[config.mk]
export PLATFORM = sky130hd
export DESIGN_NAME = opseq_fetch
export DESIGN_NICKNAME = d
export VERILOG_FILES = /design/src/rtl/opseq_pkg.sv /design/src/rtl/opseq_period_ctr.sv /design/src/rtl/opseq_mode_dec.sv /design/src/rtl/opseq_operand_asm.sv /design/src/rtl/opseq_fetch.sv
export SDC_FILE = /design/constraint.sdc
export NUM_CORES = 1
export LEC_CHECK = 0
export BUFFER_PORTS_ARGS = -buffer_cell sky130_fd_sc_hd__buf_2
export CAP_MARGIN = 20
export CELL_PAD_IN_SITES_DETAIL_PLACEMENT = 1
export CELL_PAD_IN_SITES_GLOBAL_PLACEMENT = 1
export CORE_AREA = 2 2 77 79
export CTS_BUF_LIST = sky130_fd_sc_hd__clkbuf_2 sky130_fd_sc_hd__clkbuf_4 sky130_fd_sc_hd__clkbuf_8
export DETAILED_ROUTE_END_ITERATION = 8
export DIE_AREA = 0 0 79 81
export HOLD_SLACK_MARGIN = 0.06
export PLACE_DENSITY = 0.8
export SYNTH_ARGS = -nofsm -noshare
export SYNTH_HDL_FRONTEND = slang
export SYNTH_SLANG_ARGS = --single-unit
export TNS_END_PERCENT = 10
[constraint.sdc]
create_clock -name clk -period 2.6 [get_ports clk]
set_input_delay 0.39 -clock clk [delete_from_list [all_inputs] [get_ports clk]]
set_output_delay 0.39 -clock clk [all_outputs]
set_load 0.02 [all_outputs]
[src/rtl/opseq_pkg.sv]
// Package: shared types and timing constants of the fetch sequencer.
// Assumes one machine cycle per fetched byte.
package opseq_pkg;

    typedef enum logic [1:0] {
        MODE_IMM8  = 2'b00,
        MODE_INH   = 2'b01,
        MODE_IMM16 = 2'b10,
        MODE_DIR   = 2'b11
    } addr_mode_e;

    localparam int unsigned PERIODS   = 5;  // clocks per machine cycle
    localparam int unsigned PER_LATCH = 1;  // zero-based period that captures the byte
    localparam int unsigned PER_INC   = 2;  // zero-based period that advances the PC
    localparam int unsigned PER_EXEC  = 3;  // zero-based period of the execute strobe

endpackage

[src/rtl/opseq_period_ctr.sv]
// Module: counts the clock periods of one machine cycle, 0 .. PERIODS-1.
// Assumes PERIODS >= 2. wrap_o flags the final period.
module opseq_period_ctr #(
    parameter int unsigned PERIODS = 5,
    localparam int unsigned PW = $clog2(PERIODS)
) (
    input  logic          clk,
    input  logic          rst_n,
    output logic [PW-1:0] phase_o,
    output logic          wrap_o
);
    localparam logic [PW-1:0] LAST = PW'(PERIODS - 1);

    assign wrap_o = (phase_o == LAST);

    // Advance the period index, returning to zero after the last one.
    always_ff @(posedge clk) begin
        if (!rst_n)      phase_o <= '0;
        else if (wrap_o) phase_o <= '0;
        else             phase_o <= phase_o + 1'b1;
    end
endmodule

[src/rtl/opseq_mode_dec.sv]
// Module: decodes an opcode into mode, machine-cycle count and register fields.
// Assumes the mode sits in the top two opcode bits. Purely combinational.
module opseq_mode_dec
    import opseq_pkg::*;
(
    input  logic [7:0]  opcode_i,
    output addr_mode_e  mode_o,
    output logic [1:0]  ncyc_o,
    output logic [2:0]  src_o,
    output logic [2:0]  dst_o
);
    assign mode_o = addr_mode_e'(opcode_i[7:6]);
    assign src_o  = opcode_i[5:3];
    assign dst_o  = opcode_i[2:0];

    // Number of machine cycles: the opcode cycle plus one per operand byte.
    always_comb begin
        case (mode_o)
            MODE_INH:   ncyc_o = 2'd1;
            MODE_IMM8:  ncyc_o = 2'd2;
            default:    ncyc_o = 2'd3;
        endcase
    end
endmodule

[src/rtl/opseq_operand_asm.sv]
// Module: assembles the multi-byte operand one lane at a time.
// Assumes lane 0 arrives first (least significant). clr_i zeroes all lanes.
module opseq_operand_asm #(
    parameter int unsigned DW     = 8,
    parameter int unsigned NBYTES = 2,
    localparam int unsigned LW    = (NBYTES > 1) ? $clog2(NBYTES) : 1
) (
    input  logic                 clk,
    input  logic                 rst_n,
    input  logic                 clr_i,
    input  logic                 ld_i,
    input  logic [LW-1:0]        lane_i,
    input  logic [DW-1:0]        data_i,
    output logic [DW*NBYTES-1:0] operand_o
);
    for (genvar g = 0; g < NBYTES; g++) begin : g_lane
        logic [DW-1:0] lane_q;

        // Hold one operand byte; zeroed at each new opcode.
        always_ff @(posedge clk) begin
            if (!rst_n)                          lane_q <= '0;
            else if (clr_i)                      lane_q <= '0;
            else if (ld_i && lane_i == LW'(g))   lane_q <= data_i;
        end

        assign operand_o[g*DW +: DW] = lane_q;
    end
endmodule

[src/rtl/opseq_fetch.sv]
// Module: top of the fetch sequencer. It holds the program counter, the
// instruction register and the step index, and issues the execute strobe.
// Assumes memory returns mem_data for mem_addr within the two read periods.
module opseq_fetch
    import opseq_pkg::*;
#(
    parameter int unsigned AW = 16,
    parameter int unsigned DW = 8
) (
    input  logic          clk,
    input  logic          rst_n,
    input  logic [DW-1:0] mem_data,
    input  logic          jump_taken,
    output logic [AW-1:0] mem_addr,
    output logic          mem_rd,
    output logic          exec_stb,
    output logic [DW-1:0] exec_opcode,
    output logic [1:0]    exec_mode,
    output logic [2:0]    exec_src,
    output logic [2:0]    exec_dst,
    output logic [AW-1:0] exec_operand
);
    localparam int unsigned PW     = $clog2(PERIODS);
    localparam int unsigned NBYTES = AW / DW;
    localparam int unsigned LW     = (NBYTES > 1) ? $clog2(NBYTES) : 1;
    localparam logic [PW-1:0] P_LATCH = PW'(PER_LATCH);
    localparam logic [PW-1:0] P_INC   = PW'(PER_INC);
    localparam logic [PW-1:0] P_EXEC  = PW'(PER_EXEC);

    logic [PW-1:0] phase_q;
    logic          wrap;
    logic [AW-1:0] pc_q;
    logic [DW-1:0] ir_q;
    logic [1:0]    step_q;
    addr_mode_e    mode;
    logic [1:0]    ncyc;
    logic          last_step;
    logic          latch_en;
    logic [1:0]    lane_full;

    opseq_period_ctr #(.PERIODS(PERIODS)) u_ctr (
        .clk     (clk),
        .rst_n   (rst_n),
        .phase_o (phase_q),
        .wrap_o  (wrap)
    );

    opseq_mode_dec u_dec (
        .opcode_i (ir_q),
        .mode_o   (mode),
        .ncyc_o   (ncyc),
        .src_o    (exec_src),
        .dst_o    (exec_dst)
    );

    assign latch_en  = (phase_q == P_LATCH);
    assign last_step = ((step_q + 2'd1) == ncyc);
    assign lane_full = step_q - 2'd1;

    opseq_operand_asm #(.DW(DW), .NBYTES(NBYTES)) u_asm (
        .clk       (clk),
        .rst_n     (rst_n),
        .clr_i     (latch_en && step_q == 2'd0),
        .ld_i      (latch_en && step_q != 2'd0),
        .lane_i    (LW'(lane_full)),
        .data_i    (mem_data),
        .operand_o (exec_operand)
    );

    // Capture the opcode at the end of the read in the first machine cycle.
    always_ff @(posedge clk) begin
        if (!rst_n)                          ir_q <= '0;
        else if (latch_en && step_q == 2'd0) ir_q <= mem_data;
    end

    // Step through the machine cycles of one instruction.
    always_ff @(posedge clk) begin
        if (!rst_n)    step_q <= 2'd0;
        else if (wrap) step_q <= last_step ? 2'd0 : step_q + 2'd1;
    end

    // Program counter: jump on a taken strobe, otherwise advance in period 3.
    always_ff @(posedge clk) begin
        if (!rst_n)                     pc_q <= '0;
        else if (exec_stb && jump_taken) pc_q <= exec_operand;
        else if (phase_q == P_INC)      pc_q <= pc_q + 1'b1;
    end

    assign mem_addr    = pc_q;
    assign mem_rd      = (phase_q <= P_LATCH);
    assign exec_stb    = (phase_q == P_EXEC) && last_step;
    assign exec_opcode = ir_q;
    assign exec_mode   = mode;
endmodule

==> run_results.csv <==
group,metric,value,unit
critical_path,worst_ep_arrival_time,2.03,ns
cells_and_area,syn_to_final_growth,18.9,%
critical_path,worstSetupEndpointType,"primary output",
global_route,grt_pass1_vias,1726,
timing,hold_violation_count_in_the_final_report,0,
synthesis,synth-async-reset-ratio,0,%
pwr,pwr-share-clk,31.2,%
critical_path,timing.setup.critical_path_class,"register to primary output",
placed_design,place_hpwl,4090,um
synthesis,ys.warnings.count,0,
worst_hold_path,min-delay-start,"mem_data[0]",
routing,number_of_iterations_in_the_first_detailed_routing_pass,4,
floorplanning,fp.dieArea,6400,um^2
critical_path,cp_num_buf_inv,2,
critical_path,crit_slowest_cell,"dfxtp_1",
floorplanning,standard_cell_core_area,5680,um^2
critical_path,critical_path.max_stage_delay,0.45,ns
cells_and_area,finalNetCount,303,
timing,setup_total_negative_slack,0,ns
pwr,worst_case_vdd_ir_drop,0.248,mV
routing,finalWirelength,5310,um
worst_hold_path,whs_path_depth,3,
flow_run,max-cap-violations,0,
global_route,grt_pass1_wl,8540,um
cells_and_area,layout-drive-gt1-share,29.0,%
synthesis,synth.yosys.seq_area_share,42.5,%
pwr,internal-power,0.983,mW
cells_and_area,sequential_cell_area,901,um^2
timing,timing.final.max_slew_violations,0,
critical_path,worstSetupStartpointType,"register",
pwr,power.sequential.fraction,54.1,%
synthesis,synth_flop_cell,"dfxtp_1",
synthesis,synth.top_cell.area_share,42.5,%
synthesis,syn-instance-count,233,
synthesis,mappedNetlistArea,2120,um^2
cts,tritoncts,"yes",
floorplanning,chipHeight,81,um
critical_path,timing.critical_path.depth,6,
pwr,p_leak,1.10,nW
synthesis,yosys_register_bits,45,
critical_path,critical_path_peak_fanout,7,
cells_and_area,multiInputGateArea,1080,um^2
cts,cts.htree.levels,2,
timing,layout_min_cycle_time,2.42,ns
timing,fin_worst_skew,0.00657,ns
critical_path,worst-endpoint-required,2.21,ns
synthesis,synth_nets,251,
critical_path,critical_path.reg2reg.startpoint,"step_q[0]",
pwr,comb_power_share,14.7,%
floorplanning,floorplan.initialDensity,37.3,%
placed_design,numPortBuffers,60,
cts,clockBufferDepth,2,
critical_path,timing.critical_path.max_delay_family,"simple AND/OR/NAND/NOR gates",
floorplanning,core.rowCount,28,
global_route,global_route.overflow_total,0,
critical_path,critPathLaunch,"step_q[0]",
pwr,total_switching_power,0.378,mW
timing,maxClockFrequency,414,MHz
critical_path,cells_along_the_critical_path,"inv_1, ha_1, nor4b_2, nor3_2, nor2b_1, buf_2",
pwr,powerDensity,540,nW/um^2
timing,final-setup-viol-count,0,
floorplanning,die_x,79,um
routing,dr_vias,1801,
synthesis,synth_top_area_cell,"dfxtp_1",
status,run_status,"finished clean",
placed_design,gpl.final_weighted_congestion,0.794,
cts,clock_network_latency_to_the_later_pin_of_the_worst_skew_pair,0.29,ns
timing,unrepaired_setup_endpoints_after_global_routing,"false",
cells_and_area,n_antenna_cell,0,
pwr,netSwitchingFraction,27.8,%
routing,routed_wl_per_cell,14.7,um
synthesis,yosysUniqueCellTypes,34,
timing,share_of_the_clock_period_used_by_the_worst_path,92.9,%
routing,route.detailed.vias_per_inst,4.99,
floorplanning,ios,61,
cts,cts.reportedPaths.clkPinSlew,0.08,ns
critical_path,timing.reg2reg.worst_path_depth,7,
routing,drc_errors,0,
synthesis,synth_edf_count,0,
synthesis,post_synth_main_area_contributors,"dfxtp_1, mux2i_1, a21oi_1",
timing,worst_relative_slew_slack,54.2,%
cts,numClockSinks,45,
cts,cts.root.buffer_cell,"clkbuf_8",
cts,numCtsBuffers,5,
worst_hold_path,hold_path.class,"input port to register",
global_route,grt_antenna_before_repair,0,
cells_and_area,layout.filler_cells,724,
placed_design,dpl_worst_slack,0.264,ns
routing,drt-initial-drc-count,59,
synthesis,synth.avg_cell_area,9.09,um^2
routing,ant_nets,0,
global_route,grt_usage,17.2,%
global_route,grt_start_max_net_pins,33,
timing,max_slew.worst_pin.slew,0.685,ns
timing,post-route-worst-setup-slack,0.183,ns
pwr,total_power,1.36,mW
-- logic make-up after synthesis --
group           share of synthesized area (%)
simple gates                             20.1
flops                                    42.5
compound gates                           12.1
buf+inv                                  7.26
mux                                      8.03
xor+xnor                                 5.79
fa+ha+maj                                4.13
-- layer usage --
metal,share of wire [%],wire [um],up-vias,track usage [%]
met5,0,0,-,0
met4,1.2,66,0,5.69
met3,5.3,281,7,4.22
met2,46,2460,47,28.1
met1,47,2500,841,22.3
li1,-,-,906,-
-- stage by stage --
stage                     hold slack [ns]  utilization, %  area, um^2  std cells
after floorplan                     0.432               -        2120        233
after global routing                0.379            44.4        2520        361
after CTS                           0.361            44.3        2510        361
after global placement              0.440            42.7        2420        353
final                               0.360            44.4        2520        361
after detailed placement            0.447            42.7        2420        353
-- power by group through the flow --
stage | Combinational (mW) | Clock [mW] | Sequential (mW)
detailed placement | 0.200 | 0 | 0.753
finish | 0.199 | 0.425 | 0.737
CTS | 0.202 | 0.438 | 0.737
global placement | 0.196 | 0 | 0.752
global route | 0.219 | 0.469 | 0.742
floorplan | 0.134 | 0 | 0.765
-- sequential cells by signal, indices dropped and copies added, names as in the netlist --
register and flops:
exec_opcode 8, u_ctr.phase_o 3, u_asm.g_lane.lane_q 16, step_q 2, mem_addr 16
-- layout by cell type, fill, tap and decap left out, types with 3 or more instances in the layout --
cell and count:
a211oi_2 4, a21oi_1 20, buf_2 60, buf_4 3, clkbuf_8 5, dfxtp_1 45, ha_1 7, inv_1 9
mux2i_1 17, nand2_1 25, nand3_1 4, nand4_1 9, nor2_1 26, nor3_1 3, nor4_1 5, nor4b_2 3
o21ai_1 9, xnor2_1 9, xor2_1 5
-- area by class of cell --
type	count	share of cell area, %
clock buffers	6	3.03
clock inverters	2	0.397
inverters	9	1.34
multi-input cells	161	42.9
flip-flops and latches	45	35.8
well taps	75	3.73
repair buffers	63	12.8
-- worst reg2reg max path, cell delays in order, from the launching register on --
cell and delay (ns):
dfxtp_1 0.45, inv_1 0.12, ha_1 0.35, and4bb_1 0.26
o311ai_4 0.28, buf_4 0.37, nor2_1 0.10, a211oi_1 0.22
-- synthesized netlist by cell type, types with 3 or more instances --
library cell  number
nor4_1             5
nand3_1            4
a211oi_2           4
nor2_1            26
xor2_1             5
a21oi_1           20
dfxtp_1           45
nand4_1            9
nor3_1             4
o21ai_1            9
ha_1               7
xnor2_1            9
clkbuf_1           3
buf_4              9
mux2i_1           17
nand2_1           25
buf_2              3
inv_1              9
-- repair_timing --
item	4_1_cts	5_1_grt
gates cloned	0	0
buffers inserted	0	0
hold buffers	0	0
endpoints found under the setup margin	1	1
resized for setup	1	1
-- worst paths after layout --
check | end | slack (ns)
min reg2reg | step_q[1] | 0.45
min | u_asm.g_lane[1].lane_q[0] | 0.36
max reg2reg | mem_addr[2] | 0.36
max | exec_stb | 0.18
No activity file was read; power rests on OpenSTA's default activity.
